==> src/rtl/float_hs_pkg.sv <==
package float_hs_pkg;

  typedef enum logic [1:0] {
    PH_IDLE = 2'd0,
    PH_ARM  = 2'd1,
    PH_ON   = 2'd2
  } phase_t;

endpackage

==> src/rtl/float_hs_turnon_timer.sv <==
module float_hs_turnon_timer #(
  parameter int CW    = 8,
  parameter int BLANK = 4
) (
  input  logic          clk,
  input  logic          rst_n,
  input  logic          run,
  input  logic          adaptive_en,
  input  logic          trans_active,
  input  logic [CW-1:0] dead_time,
  input  logic [CW-1:0] timeout,
  output logic          fire
);

  localparam logic [CW:0] BLANK_W = (CW+1)'(BLANK);
  localparam logic [CW-1:0] CNT_MAX = {CW{1'b1}};

  logic [CW-1:0] cnt_q, cnt_d;
  logic          seen_q, seen_d;
  logic [CW:0]   elapsed;
  logic          open_win;
  logic          fixed_hit;
  logic          limit_hit;
  logic          end_hit;

  assign elapsed   = {1'b0, cnt_q} + (CW+1)'(1);
  assign open_win  = ({1'b0, cnt_q} >= BLANK_W);
  assign fixed_hit = (elapsed >= {1'b0, dead_time});
  assign limit_hit = (elapsed >= {1'b0, timeout});
  assign end_hit   = seen_q && !trans_active;

  always_comb begin
    if (!run) begin
      fire = 1'b0;
    end else if (adaptive_en) begin
      fire = end_hit || limit_hit;
    end else begin
      fire = fixed_hit;
    end
  end

  always_comb begin
    cnt_d  = cnt_q;
    seen_d = seen_q;
    if (!run) begin
      cnt_d  = '0;
      seen_d = 1'b0;
    end else begin
      if (cnt_q != CNT_MAX) begin
        cnt_d = cnt_q + CW'(1);
      end
      if (open_win && trans_active) begin
        seen_d = 1'b1;
      end
    end
  end

  always_ff @(posedge clk or negedge rst_n) begin
    if (!rst_n) begin
      cnt_q  <= '0;
      seen_q <= 1'b0;
    end else begin
      cnt_q  <= cnt_d;
      seen_q <= seen_d;
    end
  end

endmodule

==> src/rtl/float_hs_phase_fsm.sv <==
module float_hs_phase_fsm
  import float_hs_pkg::*;
(
  input  logic   clk,
  input  logic   rst_n,
  input  logic   startup_ok,
  input  logic   det_pos,
  input  logic   det_neg,
  input  logic   fire,
  output phase_t phase,
  output logic   proto_err
);

  phase_t phase_q, phase_d;
  logic   err_q, err_d;
  logic   only_pos, only_neg, any_pulse;

  assign only_pos  = det_pos && !det_neg;
  assign only_neg  = det_neg && !det_pos;
  assign any_pulse = det_pos || det_neg;

  always_comb begin
    phase_d = phase_q;
    err_d   = 1'b0;
    if (!startup_ok) begin
      phase_d = PH_IDLE;
    end else begin
      unique case (phase_q)
        PH_IDLE: begin
          if (only_pos) begin
            phase_d = PH_ARM;
          end else if (any_pulse) begin
            err_d = 1'b1;
          end
        end
        PH_ARM: begin
          err_d = any_pulse;
          if (fire) begin
            phase_d = PH_ON;
          end
        end
        PH_ON: begin
          if (only_neg) begin
            phase_d = PH_IDLE;
          end else if (any_pulse) begin
            err_d = 1'b1;
          end
        end
        default: phase_d = PH_IDLE;
      endcase
    end
  end

  always_ff @(posedge clk or negedge rst_n) begin
    if (!rst_n) begin
      phase_q <= PH_IDLE;
      err_q   <= 1'b0;
    end else begin
      phase_q <= phase_d;
      err_q   <= err_d;
    end
  end

  assign phase     = phase_q;
  assign proto_err = err_q;

endmodule

==> src/rtl/float_hs_responder.sv <==
module float_hs_responder
  import float_hs_pkg::*;
#(
  parameter int CW    = 8,
  parameter int BLANK = 4
) (
  input  logic          clk,
  input  logic          rst_n,
  input  logic          startup_ok,
  input  logic          det_pos,
  input  logic          det_neg,
  input  logic          trans_active,
  input  logic          adaptive_en,
  input  logic [CW-1:0] dead_time,
  input  logic [CW-1:0] timeout,
  output logic          sw_gnd,
  output logic          gate_on,
  output logic          proto_err
);

  logic [1:0] rst_pipe;
  logic       core_rst_n;
  phase_t     phase;
  logic       fire;

  always_ff @(posedge clk or negedge rst_n) begin
    if (!rst_n) begin
      rst_pipe <= 2'b00;
    end else begin
      rst_pipe <= {rst_pipe[0], 1'b1};
    end
  end
  assign core_rst_n = rst_pipe[1];

  float_hs_phase_fsm u_fsm (
    .clk        (clk),
    .rst_n      (core_rst_n),
    .startup_ok (startup_ok),
    .det_pos    (det_pos),
    .det_neg    (det_neg),
    .fire       (fire),
    .phase      (phase),
    .proto_err  (proto_err)
  );

  float_hs_turnon_timer #(
    .CW    (CW),
    .BLANK (BLANK)
  ) u_timer (
    .clk          (clk),
    .rst_n        (core_rst_n),
    .run          (phase == PH_ARM),
    .adaptive_en  (adaptive_en),
    .trans_active (trans_active),
    .dead_time    (dead_time),
    .timeout      (timeout),
    .fire         (fire)
  );

  assign sw_gnd  = (phase != PH_IDLE);
  assign gate_on = (phase == PH_ON);

endmodule

==> config.mk <==
export PLATFORM = sky130hd
export DESIGN_NAME = float_hs_responder
export DESIGN_NICKNAME = d
export VERILOG_FILES = /design/src/rtl/float_hs_pkg.sv /design/src/rtl/float_hs_turnon_timer.sv /design/src/rtl/float_hs_phase_fsm.sv /design/src/rtl/float_hs_responder.sv
export SDC_FILE = /design/constraint.sdc
export NUM_CORES = 1
export LEC_CHECK = 0
export BUFFER_PORTS_ARGS = -buffer_cell sky130_fd_sc_hd__buf_2
export CAP_MARGIN = 20
export CELL_PAD_IN_SITES_DETAIL_PLACEMENT = 1
export CELL_PAD_IN_SITES_GLOBAL_PLACEMENT = 1
export CORE_UTILIZATION = 39
export DETAILED_ROUTE_END_ITERATION = 8
export PLACE_DENSITY_LB_ADDON = 0.12
export SLEW_MARGIN = 20
export SYNTH_ARGS = -nofsm -noshare
export SYNTH_HDL_FRONTEND = slang
export SYNTH_SLANG_ARGS = --single-unit
==> constraint.sdc <==
create_clock -name clk -period 1 [get_ports clk]
set_input_delay 0.2 -clock clk [delete_from_list [all_inputs] [get_ports clk]]
set_output_delay 0.2 -clock clk [all_outputs]
set_load 0.02 [all_outputs]
==> key figures, run 1 <==
Setup path
  • Crit end category: flop
  • Worst R2R Start: u_timer.cnt_q[0]$_DFFE_PN0P_
  • Setup slack, reg-to-reg: -1330 ps
  • Required time of the critical path: 1180 ps
  • Worst r2r path cells: 11
  • Type of the worst setup path: flop to flop
  • CP arrival: 2510 ps
  • Worst-path fanout max: 3
  • CP startpoint kind: flop
  • Worst R2R End: u_fsm.phase[1]$_DFFE_PN0P_

Floorplanning
  • Number of I/O pins: 26
  • Die Area: 0.00307 mm^2
  • Die height: 55.4 um
  • Core area: 0.00273 mm^2
  • Width of the die: 55.4 um
  • Effective utilization at floorplan: 0.407
  • Num rows: 19

Worst hold path
  • Endpoint of the worst hold path: u_fsm.proto_err$_DFF_PN0_
  • Hold depth: 2
  • Min-Delay Path Class: primary input to flop
  • HP Start: startup_ok

Synthesis
  • Cell Area, Synth: 0.00111 mm^2
  • Yosys cell types: 37
  • Syn Nets: 172
  • Synth top area share: 0.315
  • Most common library cells after synthesis: nor2_1, ha_1, inv_1, dfrtp_1, nand2_1
  • Largest cells by area after synthesis: dfrtp_1, ha_1, nor2_1, inv_1, nand2_1
  • Post-synth top area cell: dfrtp_1
  • Seq/Total Area, Yosys: 0.315
  • Yosys warns: 0
  • Cells after Synth: 131
  • Synth Register Bits: 14
  • Mapped Avg Cell Area: 8.50 um^2
  • Post-synth EDFFs: 0
  • Count leader, synth: nor2_1
  • Top FF cell, synth: dfrtp_1
  • Async S/R FF share, synth: 1.00

GRT
  • Largest net degree at the start of global routing: 13
  • Total grt overflow: 0
  • Met2 usage: 0.506
  • Number of global-route vias before repair: 1362
  • First-pass GRT wire length: 6790 um
  • GRT Max-Usage Layer: met2
  • Met1 Use GR: 0.349
  • Met3 Track Usage GR: 0.0515
  • Tot GR Track Use: 0.288
  • Initial antenna violation count: 0

STA
  • Final setup violation count: 15
  • Hold slack: 202 ps
  • Clock Skew: 14.3 ps
  • Fin crit share: 2.33
  • Fin Setup TNS: -8770 ps
  • Fin crit period: 2330 ps
  • Rel. slew slack: 0.650
  • RSZ-0062 raised after global routing: yes
  • Final WS setup: -1330 ps
  • Worst slew pin tran: 525 ps
  • Slew Viols, Final: 0
  • Final Hold Vio Count: 0
  • Fmax: 430 MHz

Clock network
  • CTS Root Cell: clkbuf_4
  • Htree depth: 1
  • CTS Buf Count: 3
  • Worst-Skew Late Latency: 290 ps
  • CTS tree: done
  • Worst-path clk slew: 100 ps
  • CTS Buffer Depth: 2
  • # clock sinks: 14

Detailed routing
  • DRT Wirelength: 5330 um
  • DR vias/cell: 5.50
  • TritonRoute pass-1 iters: 6
  • Antenna-violating nets left: 0
  • DR vias: 1270
  • WL per Instance: 23.1 um
  • Initial DRC Count: 70
  • DRC: 2

Finish
  • Layout cells sized above 1: 0.540
  • Diode count: 0
  • Layout net count: 242
  • Finished Core Util: 0.710
  • Layout area overhead: 74.3%

Run
  • # Max-Cap Violations: 0

Placement
  • Routability cong.: 0.782
  • Dpl hpwl: 2430 um
  • Port Buffer Count: 25
  • Dpl ws: -1260 ps

Power and ir drop
  • Post-layout power: 1.43 mW
  • Leak: 1.04 nW
  • Peak supply drop: 1090 uV
  • PD cells: 735 mW/mm^2

Run status
  • Violated checks: DRC, setup timing
  • Status: finished with violations
[logic make-up (layout without fill, tap and decap cells)]
group,after synthesis,in the layout,synth area share
simple gates,52,52,0.237
buf+inv,20,89,0.0741
compound gates,19,19,0.107
fa+ha+maj,18,18,0.202
flops,14,14,0.315
xor+xnor,7,7,0.0618
other cells,1,1,0.00337
[layout make-up]
cell class | count | area (um^2)
Multi-Input combinational cell | 97 | 933
Tap cell | 31 | 38.8
Timing Repair Buffer | 67 | 514
Fill cell | 306 | 793
Inverter | 18 | 67.6
Clock buffer | 4 | 36.3
Sequential cell | 14 | 350
[layer usage]
layer | part of all wire | vias up
li1 | - | 575
met2 | 0.49 | 43
met3 | 0.033 | 14
met5 | 0 | -
met4 | 0.032 | 0
met1 | 0.44 | 638
[worst max-delay path, cell delays in order, from the launching register on]
cell     delay [ps]
dfrtp_1         400
nand4_1         200
nor2_2          230
xor2_2          120
buf_4           140
buf_4           140
ha_1            310
nand4_1         100
nor2_1           70
o31ai_2          70
nand4_1         200
o21a_1          240
[report_power, final]
group | switching [mW] | total (mW) | internal, mW
Clock | 0.193 | 0.415 | 0.222
Combinational | 0.217 | 0.406 | 0.189
Sequential | 0.0220 | 0.605 | 0.583
Total | 0.431 | 1.43 | 0.994
[worst max-delay path by stage]
| stage | startpoint | end | depth (start not counted) |
|---|---|---|---|
| after floorplan | u_timer.cnt_q[0]$_DFFE_PN0P_ | u_fsm.phase[1]$_DFFE_PN0P_ | 10 |
| after global placement | u_timer.cnt_q[1]$_DFFE_PN0P_ | u_fsm.phase[1]$_DFFE_PN0P_ | 9 |
| after detailed placement | u_timer.cnt_q[1]$_DFFE_PN0P_ | u_fsm.phase[1]$_DFFE_PN0P_ | 9 |
| after CTS | u_timer.cnt_q[0]$_DFFE_PN0P_ | u_fsm.phase[1]$_DFFE_PN0P_ | 9 |
| after global routing | u_timer.cnt_q[0]$_DFFE_PN0P_ | u_fsm.phase[1]$_DFFE_PN0P_ | 11 |
| final | u_timer.cnt_q[0]$_DFFE_PN0P_ | u_fsm.phase[1]$_DFFE_PN0P_ | 11 |
[per-stage QoR]
step	std cells	cell area [um^2]
6_report	231	1940
3_5_place_dp	209	1460
4_1_cts	223	1790
3_3_place_gp	209	1460
5_1_grt	231	1940
2_1_floorplan	131	1130
[repair_timing]
action / 4_1_cts / 5_1_grt
resized for setup: 41 / 24
hold endpoints to repair: 2 / 0
buffers inserted: 10 / 12
pin swaps: 20 / 15
setup endpoints to repair: 15 / 15
hold buffers: 1 / 0
[registers in the layout, summed over array words and instances (netlist names)]
name,flops
u_timer.seen_q,1
u_fsm.proto_err,1
u_timer.cnt_q,8
u_fsm.phase,2
rst_pipe,2
[layout by cell type, fill, tap and decap left out, types with 2 or more instances in the layout]
| cell | instances |
|---|---|
| a21o_1 | 2 |
| a21oi_1 | 3 |
| a21oi_2 | 2 |
| and3_4 | 2 |
| buf_2 | 22 |
| buf_4 | 27 |
| buf_6 | 17 |
| clkbuf_4 | 3 |
| dfrtp_1 | 14 |
| ha_1 | 13 |
| ha_4 | 4 |
| inv_1 | 18 |
| nand2_1 | 5 |
| nand2_4 | 2 |
| nand2b_1 | 2 |
| nand3_1 | 3 |
| nand3_2 | 2 |
| nand4_1 | 3 |
| nor2_1 | 12 |
| nor2_2 | 4 |
| nor2_4 | 4 |
| nor2b_1 | 2 |
| o21ai_1 | 2 |
| o21ai_2 | 2 |
| xnor2_2 | 2 |
| xor2_2 | 2 |
No activity file was read; power rests on OpenSTA's default activity.
==> run 2: changes to the inputs <==
Settings changed: SLEW_MARGIN 20 to 5, SYNTH_HIERARCHICAL from default to 1.
==> run 2 against run 1 <==
  * The run ends with setup timing left
  * Area after synthesis up 2.4%
  * Sequential cell count is the same
  * Maximum frequency down 11%
  * Worst hold slack got worse by 25 ps
  * Largest power group unchanged
  * Highest routed layer unchanged
==> key figures, run 2 <==
Run status
  • Status: finished with violations
  • Violated checks: setup timing

Clock network
  • CTS Root Cell: clkbuf_4
  • Worst-path clk slew: 80 ps (-20 ps)
  • CTS Buf Count: 3 (unchanged)
  • Worst-Skew Late Latency: 280 ps (about the same)
  • CTS Buffer Depth: 2 (unchanged)
  • # clock sinks: 14 (unchanged)
  • CTS tree: done
  • Htree depth: 1 (unchanged)

Detailed routing
  • WL per Instance: 21.2 um (-8.3%)
  • TritonRoute pass-1 iters: 4 (-2)
  • Antenna-violating nets left: 0 (unchanged)
  • Initial DRC Count: 32 (-54%)
  • DRT Wirelength: 4870 um (-8.7%)
  • DR vias: 1242 (-2.2%)
  • DRC: 0 (-2)
  • DR vias/cell: 5.40 (-1.8%)

Setup path
  • Worst-path fanout max: 3 (unchanged)
  • CP arrival: 2840 ps (+330 ps)
  • Delay-heaviest family, CP: simple AND/OR/NAND/NOR gates
  • Setup slack, reg-to-reg: -1630 ps (-300 ps)
  • Crit end category: flop
  • Required time of the critical path: 1220 ps (+40 ps)
  • Critical-path cell list: ha_4, nand3_4, nor2_4, xor2_4, ha_4, a21oi_2, o21ai_1, nand3_1, nand4b_1, o311a_1, nor2b_1, a21oi_1, nor2b_1
  • Worst R2R End: u_fsm/phase[0]$_DFFE_PN0P_
  • Worst R2R Start: u_timer/cnt_q[1]$_DFFE_PN0P_
  • CP peak stage delay: 450 ps (+50 ps)
  • WP buf/inv: 0 (-2)
  • CP startpoint kind: flop
  • Type of the worst setup path: flop to flop
  • Slowest-stage cell, CP: dfrtp_1
  • Critical Path Start: u_timer/cnt_q[1]$_DFFE_PN0P_
  • Worst r2r path cells: 13 (+2)

Power and ir drop
  • Internal power: 0.965 mW (-3.0%)
  • Seq pwr share: 0.452 (+0.027)
  • Peak supply drop: 716 uV (-35%)
  • Clock power share: 0.305 (+0.014)
  • Comb power frac: 0.243 (-0.042)
  • Sw frac: 0.273 (-0.0294)
  • PD cells: 700 mW/mm^2 (-4.7%)
  • Leak: 0.988 nW (-4.9%)
  • Post-layout power: 1.33 mW (-6.9%)
  • Switching power: 0.363 mW (-16%)

GRT
  • Number of global-route vias before repair: 1341 (-1.5%)
  • Initial antenna violation count: 0 (unchanged)
  • Largest net degree at the start of global routing: 13 (unchanged)
  • First-pass GRT wire length: 6670 um (-1.7%)
  • Met2 usage: 0.531 (+0.0246)
  • GRT Max-Usage Layer: met2
  • Total grt overflow: 0 (unchanged)
  • Met1 Use GR: 0.339 (-0.00957)
  • Met3 Track Usage GR: 0.00930 (-0.0422)
  • Tot GR Track Use: 0.282 (-0.00577)

Synthesis
  • Largest cells by area after synthesis: dfrtp_1, ha_1, inv_1, nor2_1, xor2_1
  • Yosys cell types: 34 (-8.1%)
  • Top FF cell, synth: dfrtp_1
  • Yosys warns: 6 (+6)
  • Seq/Total Area, Yosys: 0.307 (-0.00725)
  • Cells after Synth: 130 (-0.76%)
  • Syn Nets: 171 (-0.58%)
  • Synth Register Bits: 14 (unchanged)
  • Synth top area share: 0.307 (-0.00725)
  • Cell Area, Synth: 0.00114 mm^2 (+2.4%)
  • Post-synth top area cell: dfrtp_1
  • Mapped Avg Cell Area: 8.77 um^2 (+3.1%)
  • Async S/R FF share, synth: 1.00 (unchanged)
  • Most common library cells after synthesis: ha_1, inv_1, dfrtp_1, nor2_1
  • Post-synth EDFFs: 0 (unchanged)

Worst hold path
  • HP Start: trans_active
  • Endpoint of the worst hold path: u_timer/seen_q$_DFFE_PN0P_
  • Min-Delay Path Class: primary input to flop
  • Hold depth: 3 (+1)

STA
  • Clock Skew: 1.36 ps (-12.9 ps)
  • Fin crit share: 2.63 (+0.298)
  • Final setup violation count: 14 (-1)
  • Fin Setup TNS: -13650 ps (-4880 ps)
  • Fin crit period: 2630 ps (+298 ps)
  • Fmax: 381 MHz (-11%)
  • Slew Viols, Final: 0 (unchanged)
  • RSZ-0062 raised after global routing: yes
  • Final Hold Vio Count: 0 (unchanged)
  • Final WS setup: -1630 ps (-298 ps)

Placement
  • Routability cong.: 0.804 (+2.8%)
  • Placed insts: 208 (-0.48%)
  • Port Buffer Count: 25 (unchanged)
  • Dpl ws: -1610 ps (-354 ps)
  • Dpl hpwl: 2560 um (+5.2%)
  • Post-placement cell area: 0.00150 mm^2 (+2.3%)

Finish
  • Diode count: 0 (unchanged)
  • Most frequent cells in the layout: buf_4, buf_2, buf_6
  • Max FFs per register: 8 (unchanged)
  • Layout area overhead: 66.4%
  • Layout cells sized above 1: 0.497 (-0.0425)
  • Most common cell after layout, fill and taps aside: buf_4
  • Number of fill cells in the layout: 317 (+3.6%)
  • Layout net count: 241 (-0.41%)
  • Non-filler cells, final: 230 (-0.43%)
  • Reg with most FFs: u_timer/cnt_q
  • Post-route cell area: 0.00190 mm^2 (-2.3%)

Floorplanning
  • Die height: 56.1 um (+1.1%)
  • Die Area: 0.00314 mm^2 (+2.3%)
  • Num rows: 19 (unchanged)
  • Core area: 0.00276 mm^2 (+0.87%)
  • Width of the die: 56.1 um (+1.1%)
  • Effective utilization at floorplan: 0.413 (+0.00602)
  • Number of I/O pins: 26 (unchanged)

Run
  • # Max-Cap Violations: 0 (unchanged)
run 2: cell types whose count changed after synthesis, sizes merged, moves of 3 or more:
| cell | before | now |
|---|---|---|
| a21oi | 5 | 8 |
| nand2 | 8 | 5 |
| nor2 | 20 | 15 |
| nor2b | 2 | 5 |
run 2: timing repair:
| action | in CTS | in global routing |
|---|---|---|
| resized for setup | 32 | 16 |
| endpoints found under the setup margin | 15 | 15 |
| setup buffers | 12 | 8 |
| hold buffers | 1 | 0 |
| hold endpoints to repair | 2 | 0 |
| pin swaps | 14 | 6 |
run 2: power by group through the flow:
stage | clock network [mW] | logic, mW | registers [mW]
after floorplan | 0 | 0.122 | 0.614
after global placement | 0 | 0.225 | 0.609
after detailed placement | 0 | 0.239 | 0.609
after CTS | 0.407 | 0.270 | 0.599
after global routing | 0.442 | 0.348 | 0.604
final | 0.405 | 0.322 | 0.600
run 2: worst max path at each step:
stage | endpoint | slack [ps] | cells after the start
global placement | u_fsm/phase[0]$_DFFE_PN0P_ | -1570 | 13
detailed placement | u_fsm/phase[0]$_DFFE_PN0P_ | -1610 | 13
finish | u_fsm/phase[0]$_DFFE_PN0P_ | -1630 | 13
CTS | u_fsm/phase[0]$_DFFE_PN0P_ | -1390 | 13
global route | u_fsm/phase[0]$_DFFE_PN0P_ | -1760 | 13
floorplan | u_fsm/phase[0]$_DFFE_PN0P_ | -1290 | 13
run 2: final cells by class:
type | count | area [um^2] | share of cell area
flip-flops and latches | 14 | 354 | 0.187
multi-input cells | 96 | 878 | 0.463
inverters | 18 | 67.6 | 0.0356
well taps | 31 | 38.8 | 0.0204
repair buffers | 67 | 522 | 0.275
clock buffers | 4 | 36.3 | 0.0191
run 2: per-stage QoR:
stage	hold slack, ps	util
6_report	177	0.688
5_1_grt	175	0.688
4_1_cts	177	0.644
3_5_place_dp	-14.3	0.542
3_3_place_gp	-16.0	0.542
2_1_floorplan	-95.6	-
run 2: worst min-delay path, delay by kind of cell:
family,cells,cell delay [ps]
buf+inv,1,90
simple gates,1,70
compound gates,1,60
run 2: logic make-up (layout without fill, tap and decap cells):
| group | after synthesis | count (layout) | share of synthesized area |
|---|---|---|---|
| AOI/OAI and AO/OA | 22 | 22 | 0.132 |
| xor gates and xnor gates | 8 | 8 | 0.0615 |
| adders and majority gates | 18 | 18 | 0.198 |
| buffers and inverters | 20 | 89 | 0.0735 |
| DFF | 14 | 14 | 0.307 |
| other | 1 | 1 | 0.00329 |
| and+or+nand+nor | 47 | 47 | 0.225 |
run 2: routing by layer:
metal,vias up,wire [um]
met5,-,0
met4,0,144
li1,578,-
met1,598,2080
met3,14,212
met2,52,2430
==> run 3: changes to the inputs <==
Settings changed: ABC_AREA from default to 1, CORE_UTILIZATION 39 to 38.
==> run 3 against run 2 <==
  * The run still ends with setup timing left
  * Synthesized cell count increased by 38%
  * Die area increased by 10%
  * Cell area increased by 6.5%
  * Worst hold slack got worse by 6.0 ps
  * Wire length increased by 21%
  * Largest cell class unchanged
  * Largest power group unchanged
  * Highest routed layer unchanged
==> key figures, run 3 <==
Clock network
  • Worst-path clk slew: 90 ps (about the same)
  • CTS Root Cell: clkbuf_4
  • Htree depth: 1 (unchanged)
  • CTS tree: done
  • CTS Buf Count: 3 (unchanged)
  • Worst-Skew Late Latency: 300 ps (+20 ps)
  • # clock sinks: 14 (unchanged)
  • CTS Buffer Depth: 2 (unchanged)

Synthesis
  • Async S/R FF share, synth: 1.00 (unchanged)
  • Top FF cell, synth: dfrtp_1
  • Cells after Synth: 179 (+38%)
  • Post-synth top area cell: dfrtp_1
  • Cell Area, Synth: 0.00123 mm^2 (+7.7%)
  • Seq/Total Area, Yosys: 0.285 (-0.0219)
  • Yosys cell types: 21 (-38%)
  • Synth Register Bits: 14 (unchanged)
  • Yosys warns: 6 (unchanged)
  • Count leader, synth: nand2_1
  • Most common library cells after synthesis: nand2_1, inv_1, ha_1, nor2_1, dfrtp_1
  • Mapped Avg Cell Area: 6.86 um^2 (-22%)
  • Synth top area share: 0.285 (-0.0219)
  • Post-synth EDFFs: 0 (unchanged)
  • Syn Nets: 220 (+29%)
  • Largest cells by area after synthesis: dfrtp_1, ha_1, nand2_1, inv_1, nor2_1

Setup path
  • Worst r2r path cells: 21 (+8)
  • Required time of the critical path: 1190 ps (-30 ps)
  • CP arrival: 2920 ps (+80 ps)
  • Crit end category: flop
  • Critical Path Start: u_timer/cnt_q[0]$_DFFE_PN0P_
  • Setup slack, reg-to-reg: -1730 ps (-100 ps)
  • Worst-path fanout max: 3 (unchanged)
  • CP startpoint kind: flop
  • Critical Path End: u_fsm/phase[1]$_DFFE_PN0P_
  • Worst R2R Start: u_timer/cnt_q[0]$_DFFE_PN0P_
  • Type of the worst setup path: flop to flop
  • Worst R2R End: u_fsm/phase[1]$_DFFE_PN0P_

Floorplanning
  • Width of the die: 58.8 um (+5.0%)
  • Effective utilization at floorplan: 0.402 (-0.0113)
  • Number of I/O pins: 26 (unchanged)
  • Die height: 58.8 um (+5.0%)
  • Die Area: 0.00346 mm^2 (+10%)
  • Core area: 0.00305 mm^2 (+11%)
  • Num rows: 20 (+1)

Power and ir drop
  • Leak: 1.18 nW (+19%)
  • Sw frac: 0.338 (+0.0644)
  • PD cells: 766 mW/mm^2 (+9.4%)
  • Seq pwr share: 0.397 (-0.055)
  • Clock power share: 0.282 (-0.023)
  • Peak supply drop: 1190 uV (+67%)
  • Post-layout power: 1.55 mW (+17%)
  • Internal power: 1.02 mW (+6.2%)
  • Comb power frac: 0.322 (+0.079)
  • Switching power: 0.522 mW (+44%)

Finish
  • Most common cell after layout, fill and taps aside: nand2_1
  • Layout net count: 292 (+21%)
  • Layout cells sized above 1: 0.452 (-0.0455)
  • Diode count: 0 (unchanged)
  • Reg with most FFs: u_timer/cnt_q
  • Reg area: 352 um^2 (-0.71%)
  • Number of fill cells in the layout: 386 (+22%)
  • Max FFs per register: 8 (unchanged)
  • Post-route cell area: 0.00202 mm^2 (+6.5%)
  • Most frequent cells in the layout: nand2_1, inv_1, buf_4
  • Finished Core Util: 0.662 (-0.0260)
  • Multi-input gate area: 922 um^2 (+5.0%)
  • Layout area overhead: 64.6%

STA
  • Slew Viols, Final: 0 (unchanged)
  • Fin crit share: 2.73 (+0.100)
  • Hold slack: 171 ps (-6.00 ps)
  • Clock Skew: 4.27 ps (+2.91 ps)
  • Final setup violation count: 15 (+1)
  • Fin crit period: 2730 ps (+100 ps)
  • Fmax: 367 MHz (-3.7%)
  • RSZ-0062 raised after global routing: yes
  • Final Hold Vio Count: 0 (unchanged)
  • Final WS setup: -1730 ps (-100 ps)

Detailed routing
  • DR vias: 1476 (+19%)
  • DRC: 0 (unchanged)
  • Initial DRC Count: 53 (+66%)
  • WL per Instance: 20.0 um (-5.3%)
  • DR vias/cell: 5.02 (-7.0%)
  • DRT Wirelength: 5890 um (+21%)
  • Antenna-violating nets left: 0 (unchanged)
  • TritonRoute pass-1 iters: 4 (unchanged)

GRT
  • Initial antenna violation count: 0 (unchanged)
  • Number of global-route vias before repair: 1539 (+15%)
  • GRT Max-Usage Layer: met2
  • Met2 usage: 0.542 (+0.0116)
  • Largest net degree at the start of global routing: 13 (unchanged)
  • Met3 Track Usage GR: 0.0198 (+0.0105)
  • First-pass GRT wire length: 7170 um (+7.4%)
  • Tot GR Track Use: 0.277 (-0.00510)
  • Met1 Use GR: 0.320 (-0.0192)
  • Total grt overflow: 0 (unchanged)

Run status
  • Status: finished with violations
  • Violated checks: setup timing

Placement
  • Dpl ws: -1560 ps (+49.5 ps)
  • Port Buffer Count: 25 (unchanged)
  • Dpl hpwl: 3100 um (+21%)
  • Post-placement cell area: 0.00167 mm^2 (+11%)
  • Routability cong.: 0.870 (+8.2%)

Worst hold path
  • Min-Delay Path Class: primary input to flop

Run
  • # Max-Cap Violations: 0 (unchanged)
## run 3: cell types whose count changed after synthesis, moves of 3 or more
| cell | before | now |
|---|---|---|
| nand2_1 | 5 | 46 |
| inv_1 | 18 | 42 |
| nand2_2 | 0 | 5 |
| nor2b_1 | 5 | 0 |
| nand2b_1 | 4 | 0 |
| o21ai_1 | 0 | 3 |
| xnor2_1 | 3 | 0 |
## run 3: how the worst min path moves through the flow
stage,startpoint,endpoint,slack (ps),cells after the start
2_1_floorplan,rst_n,rst_pipe[0]$_DFF_PN0_,-100,0
3_3_place_gp,rst_n,rst_pipe[0]$_DFF_PN0_,-20,1
3_5_place_dp,rst_n,rst_pipe[0]$_DFF_PN0_,-10,1
4_1_cts,det_pos,u_fsm/proto_err$_DFF_PN0_,180,3
5_1_grt,det_pos,u_fsm/proto_err$_DFF_PN0_,190,3
6_report,det_pos,u_fsm/proto_err$_DFF_PN0_,170,3
## run 3: worst max-delay path: stages, from the launching register on
cell	delay, ps
dfrtp_1	410
nand3_2	140
nor2_4	170
inv_1	110
buf_4	150
nand2_2	80
inv_1	80
ha_1	300
nand2_1	90
nand2_1	60
a21oi_1	160
nand2_1	100
nand2_1	80
nand2_1	80
nand2_1	70
nand2_1	60
nand2_1	70
nor2_1	50
nor2_1	130
nand2_1	100
nand2_1	90
a21oi_2	40
## run 3: area by class of cell
cell class / instances / area share
Sequential cell: 14 / 0.174
Multi-Input combinational cell: 121 / 0.456
Clock buffer: 4 / 0.0180
Inverter: 44 / 0.0830
Timing Repair Buffer: 67 / 0.241
Tap cell: 44 / 0.0272
## run 3: metal layers
layer	wire (um)	share of wire
met5	0	0
met4	167	0.028
met3	126	0.021
met2	3250	0.55
met1	2350	0.40
## run 3: logic make-up after synthesis
group	Yosys count	share of synthesized area
compound gates	17	0.0785
xor+xnor	4	0.0285
buf+inv	44	0.135
other cells	1	0.00306
simple gates	81	0.286
fa+ha+maj	18	0.183
flops	14	0.285
## run 3: power groups by stage
stage          Clock, mW  Combinational (mW)  Sequential, mW
3_5_place_dp           0               0.359           0.620
5_1_grt            0.459               0.532           0.616
3_3_place_gp           0               0.332           0.618
2_1_floorplan          0               0.179           0.625
4_1_cts            0.420               0.423           0.611
6_report           0.436               0.498           0.614
## run 3: repair_timing
item / 4_1_cts / 5_1_grt
gates resized for setup: 37 / 15
cloned: 0 / 0
setup buffers: 6 / 5
endpoints found under the setup margin: 15 / 15
hold buffers: 1 / 0
pin swaps: 18 / 14
hold endpoints to repair: 2 / 0
## run 3: metrics by stage
| step | TNS, ps | instances |
|---|---|---|
| after floorplan | -3860 | 179 |
| after global placement | -6180 | 280 |
| after detailed placement | -6800 | 280 |
| after CTS | -7560 | 290 |
| after global routing | -10500 | 294 |
| final | -9450 | 294 |
